`src/rtl/pit_pkg.sv`:
```
// Package pit_pkg
// Shared constants for the interval timer: control-word bit positions
// and register offsets. Bit positions are fixed because software decodes them.
package pit_pkg;
    localparam int CTL_EN    = 0;   // counting enable
    localparam int CTL_WRAP  = 1;   // limit is all-ones instead of modulus
    localparam int CTL_FLAG  = 2;   // expiry flag (write one to clear)
    localparam int CTL_IE    = 3;   // interrupt enable
    localparam int CTL_IMM   = 4;   // modulus write loads count at once
    localparam int CTL_HALT  = 5;   // stored only
    localparam int CTL_SLEEP = 6;   // stored only
    localparam int PRE_LSB   = 8;   // prescale exponent field low bit
    localparam int PRE_W     = 4;   // prescale exponent field width

    localparam int OFS_CTL = 0;
    localparam int OFS_MOD = 2;
    localparam int OFS_CNT = 4;
endpackage

```
`src/rtl/pit_regs.sv`:
```
// Module pit_regs
// Holds the control word, the modulus and the expiry flag, and decodes writes.
// It tells quiet control writes (interrupt-enable and flag-clear only) apart
// from restarting ones, and works out when and with what value the counter loads.
// Assumes: addr is a byte offset, and a write is a single-cycle wr_en pulse per word.
module pit_regs
    import pit_pkg::*;
#(
    parameter int DATA_W = 16,
    parameter int ADDR_W = 3
) (
    input  logic              clk,
    input  logic              rst_n,
    input  logic              wr_en,
    input  logic [ADDR_W-1:0] addr,
    input  logic [DATA_W-1:0] wdata,
    input  logic              expire,
    output logic [DATA_W-1:0] ctrl_q,
    output logic [DATA_W-1:0] modulus_q,
    output logic              flag_q,
    output logic              restart,
    output logic              load_stb,
    output logic [DATA_W-1:0] load_val,
    output logic [DATA_W-1:0] reload_lim
);
    localparam logic [DATA_W-1:0] PRE_FIELD  = DATA_W'(((1 << PRE_W) - 1) << PRE_LSB);
    localparam logic [DATA_W-1:0] STORE_MASK = PRE_FIELD
                                             | (DATA_W'(1) << CTL_EN)
                                             | (DATA_W'(1) << CTL_WRAP)
                                             | (DATA_W'(1) << CTL_IE)
                                             | (DATA_W'(1) << CTL_IMM)
                                             | (DATA_W'(1) << CTL_HALT)
                                             | (DATA_W'(1) << CTL_SLEEP);
    localparam logic [DATA_W-1:0] RUN_MASK   = STORE_MASK & ~(DATA_W'(1) << CTL_IE);

    logic sel_ctl;
    logic sel_mod;
    logic quiet;

    // Decode which register the current write targets.
    always_comb begin
        sel_ctl = wr_en && (addr == ADDR_W'(OFS_CTL));
        sel_mod = wr_en && (addr == ADDR_W'(OFS_MOD));
    end

    // Classify control writes and pick the counter load value.
    always_comb begin
        quiet      = ((wdata ^ ctrl_q) & RUN_MASK) == '0;
        restart    = sel_ctl && !quiet;
        reload_lim = ctrl_q[CTL_WRAP] ? '1 : modulus_q;
        load_stb   = restart || (sel_mod && ctrl_q[CTL_IMM]);
        if (restart) begin
            load_val = wdata[CTL_WRAP] ? '1 : modulus_q;
        end else begin
            load_val = ctrl_q[CTL_WRAP] ? '1 : wdata;
        end
    end

    // Control word storage, implemented bits only.
    always_ff @(posedge clk) begin
        if (!rst_n) begin
            ctrl_q <= '0;
        end else if (sel_ctl) begin
            ctrl_q <= wdata & STORE_MASK;
        end
    end

    // Modulus storage.
    always_ff @(posedge clk) begin
        if (!rst_n) begin
            modulus_q <= '0;
        end else if (sel_mod) begin
            modulus_q <= wdata;
        end
    end

    // Expiry flag: hardware set wins over any clear in the same cycle.
    always_ff @(posedge clk) begin
        if (!rst_n) begin
            flag_q <= 1'b0;
        end else if (expire) begin
            flag_q <= 1'b1;
        end else if ((sel_ctl && wdata[CTL_FLAG]) || sel_mod) begin
            flag_q <= 1'b0;
        end
    end
endmodule

```
`src/rtl/pit_prescale.sv`:
```
// Module pit_prescale
// Divides the tick enable by 2^exp_sel and emits a one-cycle step strobe.
// Assumes: clear returns the phase to zero, and run gates both counting and stepping.
module pit_prescale #(
    parameter int EXP_W = 4
) (
    input  logic             clk,
    input  logic             rst_n,
    input  logic             run,
    input  logic             tick,
    input  logic             clear,
    input  logic [EXP_W-1:0] exp_sel,
    output logic             step
);
    localparam int DIV_W = (1 << EXP_W) - 1;

    logic [DIV_W-1:0] phase_q;
    logic [DIV_W-1:0] term;

    // Terminal phase is 2^exp_sel - 1: one set bit per exponent unit.
    for (genvar g = 0; g < DIV_W; g++) begin : g_term
        assign term[g] = (exp_sel > EXP_W'(g));
    end

    // Step when the phase reaches its terminal value on a tick.
    always_comb step = run && tick && (phase_q == term);

    // Phase counter advance and restart.
    always_ff @(posedge clk) begin
        if (!rst_n) begin
            phase_q <= '0;
        end else if (clear) begin
            phase_q <= '0;
        end else if (run && tick) begin
            phase_q <= step ? '0 : phase_q + 1'b1;
        end
    end
endmodule

```
`src/rtl/pit_downcnt.sv`:
```
// Module pit_downcnt
// Down counter that reloads its limit on the step taken at zero and flags expiry.
// Assumes: load has priority over step, and a loading cycle never reports expiry.
module pit_downcnt #(
    parameter int W = 16
) (
    input  logic         clk,
    input  logic         rst_n,
    input  logic         load,
    input  logic [W-1:0] load_val,
    input  logic         step,
    input  logic [W-1:0] reload_lim,
    output logic [W-1:0] cnt_q,
    output logic         expire
);
    // Expiry is a step taken at zero that no load overrides.
    always_comb expire = step && !load && (cnt_q == '0);

    // Count register update.
    always_ff @(posedge clk) begin
        if (!rst_n) begin
            cnt_q <= '0;
        end else if (load) begin
            cnt_q <= load_val;
        end else if (step) begin
            cnt_q <= (cnt_q == '0) ? reload_lim : cnt_q - 1'b1;
        end
    end
endmodule

```
`src/rtl/pit_timer.sv`:
```
// Module pit_timer
// Top of the interval timer: register file, prescaler and down counter,
// plus a combinational read mux and the level interrupt.
// Assumes: tick_en is a clock enable synchronous to clk, and reads have no side effects.
module pit_timer
    import pit_pkg::*;
#(
    parameter int DATA_W = 16,
    parameter int ADDR_W = 3
) (
    input  logic              clk,
    input  logic              rst_n,
    input  logic              tick_en,
    input  logic              wr_en,
    input  logic [ADDR_W-1:0] addr,
    input  logic [DATA_W-1:0] wdata,
    output logic [DATA_W-1:0] rdata,
    output logic              irq
);
    logic [DATA_W-1:0] ctrl_q;
    logic [DATA_W-1:0] modulus_q;
    logic              flag_q;
    logic              restart;
    logic              load_stb;
    logic [DATA_W-1:0] load_val;
    logic [DATA_W-1:0] reload_lim;
    logic              step;
    logic              expire;
    logic [DATA_W-1:0] cnt_q;
    logic              run_en;
    logic              wrap_en;
    logic              ie_en;

    // Named control fields used by the datapath and the checker.
    always_comb begin
        run_en  = ctrl_q[CTL_EN];
        wrap_en = ctrl_q[CTL_WRAP];
        ie_en   = ctrl_q[CTL_IE];
    end

    pit_regs #(
        .DATA_W (DATA_W),
        .ADDR_W (ADDR_W)
    ) u_regs (
        .clk        (clk),
        .rst_n      (rst_n),
        .wr_en      (wr_en),
        .addr       (addr),
        .wdata      (wdata),
        .expire     (expire),
        .ctrl_q     (ctrl_q),
        .modulus_q  (modulus_q),
        .flag_q     (flag_q),
        .restart    (restart),
        .load_stb   (load_stb),
        .load_val   (load_val),
        .reload_lim (reload_lim)
    );

    pit_prescale #(
        .EXP_W (PRE_W)
    ) u_pre (
        .clk     (clk),
        .rst_n   (rst_n),
        .run     (run_en),
        .tick    (tick_en),
        .clear   (restart),
        .exp_sel (ctrl_q[PRE_LSB +: PRE_W]),
        .step    (step)
    );

    pit_downcnt #(
        .W (DATA_W)
    ) u_cnt (
        .clk        (clk),
        .rst_n      (rst_n),
        .load       (load_stb),
        .load_val   (load_val),
        .step       (step),
        .reload_lim (reload_lim),
        .cnt_q      (cnt_q),
        .expire     (expire)
    );

    // Read mux by byte offset.
    always_comb begin
        case (addr)
            ADDR_W'(OFS_CTL): rdata = ctrl_q | (DATA_W'(flag_q) << CTL_FLAG);
            ADDR_W'(OFS_MOD): rdata = modulus_q;
            ADDR_W'(OFS_CNT): rdata = cnt_q;
            default:          rdata = '0;
        endcase
    end

    // Level interrupt from flag and enable.
    always_comb irq = flag_q && ie_en;
endmodule

```
`config.mk`:
```
export PLATFORM = sky130hd
export DESIGN_NAME = pit_timer
export DESIGN_NICKNAME = d
export VERILOG_FILES = /design/src/rtl/pit_pkg.sv /design/src/rtl/pit_regs.sv /design/src/rtl/pit_prescale.sv /design/src/rtl/pit_downcnt.sv /design/src/rtl/pit_timer.sv
export SDC_FILE = /design/constraint.sdc
export NUM_CORES = 1
export LEC_CHECK = 0
export BUFFER_PORTS_ARGS = -buffer_cell sky130_fd_sc_hd__buf_4
export CORE_MARGIN = 1.5
export CORE_UTILIZATION = 50
export DETAILED_ROUTE_END_ITERATION = 10
export GPL_TIMING_DRIVEN = 1
export PLACE_DENSITY = 0.8
export SYNTH_ARGS = -nofsm -noshare
export SYNTH_HDL_FRONTEND = slang
export SYNTH_SLANG_ARGS = --single-unit
```
`constraint.sdc`:
```
create_clock -name clk -period 2.5 [get_ports clk]
set_clock_uncertainty 0.05 [all_clocks]
set_input_delay 0.25 -clock clk [delete_from_list [all_inputs] [get_ports clk]]
set_output_delay 0.25 -clock clk [all_outputs]
set_load 0.01 [all_outputs]
```
Word-level counts from Yosys, hierarchy flattened. Cells that the tools add are included.

Word-level logic and storage cells: 59. ROM bits: 0. Register bits: 58. Output and inout bits: 17. Memories: 0. Latch bits: 0. Bits in writable memories: 0. Bits of input ports: 23.

Multiply operators: 0. Mux-type cells: 11. $add $sub $neg: 2. Divide/modulo/power cells: 0. Bitwise logic cells: 3. Reduce and logical (&&, ||, !) cells: 20. Order comparisons: 15. Shift operators: 0. Equality and inequality tests: 3.

Operators with widths (count): 2-to-1 mux 16 bit (7); one-hot mux 16 bit (3 select lines) (1); logical NOT 16 bit (2); greater-than comparator 4 bit (second input constant) (7); greater-than comparator 4 x 3 -> 1 bit (second input constant) (4); subtractor 16 x 1 -> 16 bit (second input constant) (1); adder 15 x 1 -> 15 bit (second input constant) (1); == test 15 bit (1); 2-to-1 mux 15 bit (1); bitwise OR 12 x 3 -> 12 bit (1); bitwise XOR 12 bit (1); logical AND 1 bit (10); greater-than comparator 4 x 1 -> 1 bit (second input constant) (2); greater-than comparator 4 x 2 -> 1 bit (second input constant) (2); nonzero test 2 bit (2); == test 3 x 2 -> 1 bit (second input constant) (1); == test 3 bit (second input constant) (1); logical NOT 3 bit (1); logical NOT 1 bit (2); logical OR 1 bit (2); 2-to-1 mux 1 bit (2); OR reduction 2 bit (1); inverter 1 bit (1).

Logic depth before layout (Yosys ltp).
Depth after elaboration: 9. Mapped depth: 11. Gate-level depth less buffers: 9.

Modules after synthesis. From an unflattened synthesis, not the netlist that was laid out.

Cell total of the unflattened synthesis: 638. Area, all modules: 4918.5 um^2.

By module, submodules not included: pit_regs (times used 1, cells each 249, area an instance 1840.5 um^2, seq. area each 540.5 um^2); pit_downcnt (times used 1, cells each 183, area an instance 1453.9 um^2, seq. area each 320.3 um^2); pit_prescale (times used 1, cells each 130, area an instance 1053.5 um^2, seq. area each 300.3 um^2); pit_timer (times used 1, cells each 76, area an instance 570.5 um^2, seq. area each 0.0 um^2).

Least setup slack after synthesis. No wires, ideal clock.

Kind: input to register. Start: input port wdata[1]. End: register u_cnt.cnt_q[12]. Stages: 9. Setup time: 0.119 ns. Arrival time: 2.092 ns. Setup slack: 0.239 ns. Buffers on the path: 3. Required time: 2.331 ns. Path through: clkbuf_1 -> inv_1 -> ha_1 -> nor4_2 -> o21ai_2 -> or2_1 -> buf_4 -> buf_6 -> o221a_1.

Cells in the longest elaborated chain, start to end: 6. Elaborated cells on any way between the ends: 9.

RTL lines: from (decl) (line pit_timer.sv:16) `input logic [DATA_W-1:0] wdata,`; bitwise XOR 12 bit (line pit_regs.sv:48) `quiet = ((wdata ^ ctrl_q) & RUN_MASK) == '0;`; logical NOT 16 bit (line pit_regs.sv:48); logical NOT 1 bit (line pit_regs.sv:49) `restart = sel_ctl && !quiet;`; logical AND 1 bit (line pit_regs.sv:49); 2-to-1 mux 16 bit or logical OR 1 bit (tied branches) (line pit_regs.sv:52, pit_regs.sv:51); 2-to-1 mux 16 bit or nonzero test 2 bit (tied branches); to (signal assigned) (line pit_downcnt.sv:24) `cnt_q <= load_val;`; to (signal assigned) (line pit_downcnt.sv:26) `cnt_q <= (cnt_q == '0) ? reload_lim : cnt_q - 1'b1;`; to (decl) (line pit_downcnt.sv:13) `output logic [W-1:0] cnt_q,`.

Several ways; a longest one is shown, not always the timed one. A chain may end at the register's enable or synchronous reset.

Worst setup path after layout.
Start: register u_cnt.cnt_q[1]. End: register u_cnt.cnt_q[2].

Cells in the longest elaborated chain, start to end: 4. Elaborated cells on any way between the ends: 5.

RTL lines: subtractor 16 x 1 -> 16 bit or logical NOT 16 bit (tied branches) (line pit_downcnt.sv:26); 2-to-1 mux 16 bit (*) (line pit_downcnt.sv:26); 2-to-1 mux 16 bit (*) (line pit_downcnt.sv:25) `end else if (step) begin`; 2-to-1 mux 16 bit (*) (line pit_downcnt.sv:23) `end else if (load) begin`.

Every way passes the cells marked *; elsewhere a longest branch is shown, timed or not. The select of a mux whose other input is x is not followed.

==> flow_summary.ini <==
[global_routing]
grt.overflow.total = 0
grtUsageTotal_pct = 29.7
grt_first_pass_wirelength_um = 19800
grt_max_degree = 45
grt_pass1_vias = 4016
antenna_found_initial = 0

[setup_path]
critPathRequiredTime_ns = 2.70
reg2reg_setup_slack_ns = 0.12
worstSetupPathType = reg2reg
path_cells = inv_1 -> ha_1 -> nor3b_1 -> nand2_1 -> or2_1 -> o31ai_1 -> a21oi_1 -> o221a_1
reg2reg_to = u_cnt.cnt_q[2]$_SDFFE_PN0P_
crit_family = simple AND/OR/NAND/NOR gates
r2r_start = u_cnt.cnt_q[1]$_SDFFE_PN0P_
cp_num_buf_inv = 1
cp_slowest_cell = or2_1
reg2reg_depth = 8
worst_setup_path_start_kind = flop
arrival_ns = 2.57
crit_start = u_cnt.cnt_q[1]$_SDFFE_PN0P_
worst-path-max-fanout = 15
crit_path_end_kind = flop
max_stage_delay_ns = 0.46

[run]
maxCapViolCount = 0

[logic_synthesis]
yosys.area.top_type = dfxtp_1
yosys-top-cells-count = nor2_1, nand2_1, dfxtp_1
synth_area_leaders = dfxtp_1, nor2_1, nand2_1
yosysTopAreaCellShare_pct = 29.0
ys_seq_area_share_pct = 29.0
syn_avg_cell_area_um2 = 7.26
yosysMostFrequentCell = nor2_1
synth_top_flop_cell = dfxtp_1
synthCells = 552
ys.warnings.count = 0
syn_area_um2 = 4010
synth.distinct_cells = 56
synthArstFlopShare_pct = 0
synth_seq_cells = 58
synth.net_count = 579
synth_edf_count = 0

[die]
start_util_pct = 51.8
core-area_um2 = 7730
die_w_um = 92.5
die_area_um2 = 8560
fp.dieH_um = 92.5
placementRows = 32
io_pins = 40

[route]
finalWirelength_um = 12000
vias = 4238
routed_via_density = 6.18
drc = 0
drtPass1Iterations = 6
wire_per_inst_um = 17.5
postRouteAntennaNets = 0
first_iter_violations = 385

[clocking]
ctsRootBufferMaster = clkbuf_8
max-clock-path-buffers = 2
htree_levels = 3
clock_latency_ns = 0.35
cts_hold_buf = 0
clock-sinks = 58
cts_tree = yes
clk_pin_slew_worst_paths_ns = 0.07
cts_made_buffers = 9

[timing]
finalHoldViolations = 0
slew_violations = 0
post-route-period-util_pct = 95.0
setup_viol = 0
tightest_slew_ns = 0.572
holdWs_ns = 0.123
max_slew_margin_pct = 61.9
fmax_ghz = 0.421
grt_setup_unrepaired = false
tns_ns = 0
period_needed_ns = 2.38

[pwr]
swShare_pct = 29.4
p_seq_share_pct = 40.7
p_int_mw = 1.69
powerDensity_nw_per_um2 = 522
p_leak_nw = 1.74
switching_power_mw = 0.706
clkPwrFrac_pct = 38.1
peakVddDrop_mv = 0.351
pwr-share-comb_pct = 21.1

[hold_path]
hold_end = u_regs.modulus_q[7]$_SDFFE_PN0P_
hold-path-cell-count = 3
hp-class = in2reg
hp-start = wdata[7]

[finish]
nNetsFinal = 607
drive_gt1_share_pct = 14.9
syn_to_final_growth_pct = 14.8
num_antenna_cells = 0

[placement]
dp_hpwl_um = 8590
portBuffers = 39
gp_congestion = 0.929

[run_status]
status = completed
worst max path at each step:
stage / slack, ns / to / cells past startpoint
6_report: 0.12 / u_cnt.cnt_q[2]$_SDFFE_PN0P_ / 8
5_1_grt: 0.01 / u_cnt.cnt_q[1]$_SDFFE_PN0P_ / 9
4_1_cts: 0.14 / u_pre.phase_q[14]$_SDFFE_PP0P_ / 7
3_5_place_dp: 0.15 / u_pre.phase_q[14]$_SDFFE_PP0P_ / 8
3_3_place_gp: 0.17 / u_pre.phase_q[11]$_SDFFE_PP0P_ / 7
2_1_floorplan: 0.24 / u_cnt.cnt_q[12]$_SDFFE_PN0P_ / 9
cell type report:
type / instances / area, µm²
multi-input combinational: 439 / 2580
clock inverter: 2 / 35.0
sequential: 58 / 1160
fill: 693 / 3130
inverter: 8 / 30.0
clock buffer: 13 / 169
tap: 102 / 128
timing repair buffer: 64 / 493
timing repair:
action                                  4_1_cts  5_1_grt
buffers inserted                              0        0
endpoints found under the setup margin        0        7
gates resized for setup                       0        1
kinds of logic (layout without fill, tap and decap cells):
| family | Yosys count | in the layout | synth area share [%] |
|---|---|---|---|
| AO/OA/AOI/OAI | 164 | 164 | 26.9 |
| XOR/XNOR | 31 | 31 | 6.78 |
| adder cells (fa/ha/maj) | 4 | 4 | 1.25 |
| buffers and inverters | 55 | 87 | 6.50 |
| flip-flops | 58 | 58 | 29.0 |
| multiplexers | 13 | 13 | 3.25 |
| AND/OR/NAND/NOR | 227 | 227 | 26.4 |
metal layers:
metal / global-route usage (%) / part of all wire [%] / vias to the layer above
li1: - / - / 1997
met1: 40.5 / 43 / 1976
met2: 44.4 / 44 / 231
met3: 5.91 / 10 / 34
met4: 14.5 / 2.9 / 0
met5: 0 / 0 / -
tightest hold or removal path, cell delays in order:
cell      delay [ns]
buf_4           0.11
nand2_1         0.05
a21boi_0        0.07
cell usage in the layout, fill, tap and decap left out, types with 3 or more instances in the layout:
cell type  count
nand3b_1       3
nand3_1       13
dfxtp_1       58
o22ai_1        7
nor3b_1        3
or3_1          4
nor4_1         4
mux2i_1       13
o221a_1       10
ha_1           4
nand2b_1       5
nand2_1       78
a21boi_0      27
o21ai_0       33
xnor2_1       17
nor3_1         7
or2_1          3
nor2_1        80
buf_4         63
a31oi_1       10
o31ai_1        8
and3_1         4
a22oi_1        6
o21a_1         3
nor2b_1        5
a21oi_1       40
and2_1         3
nand4_1        4
clkbuf_8      12
inv_1          8
o21ai_1        3
xor2_1        14
through the flow:
step | utilization [%] | instance area [µm²] | total power, mW | std cells | worst slack, ns
floorplan | - | 4010 | 1.36 | 552 | 0.239
global placement | 56.9 | 4400 | 1.47 | 671 | 0.171
detailed placement | 56.9 | 4400 | 1.49 | 671 | 0.149
CTS | 59.5 | 4600 | 2.39 | 686 | 0.137
global route | 59.5 | 4600 | 2.50 | 686 | 0.0148
finish | 59.5 | 4600 | 2.40 | 686 | 0.124
power by group through the flow:
stage                     sequential, mW  combinational, mW  clock (mW)
final                              0.977              0.508       0.916
after CTS                          0.976              0.494       0.922
after floorplan                    0.984              0.375           0
after global routing               0.980              0.561       0.958
after detailed placement           0.996              0.491           0
after global placement             0.995              0.479           0
flip-flops by register name (all words and copies together), names as in the netlist:
register          count
u_cnt.cnt_q          16
u_pre.phase_q        15
u_regs.modulus_q     16
u_regs.flag_q         1
u_regs.ctrl_q        10
Power figures use the tool's default switching activity.
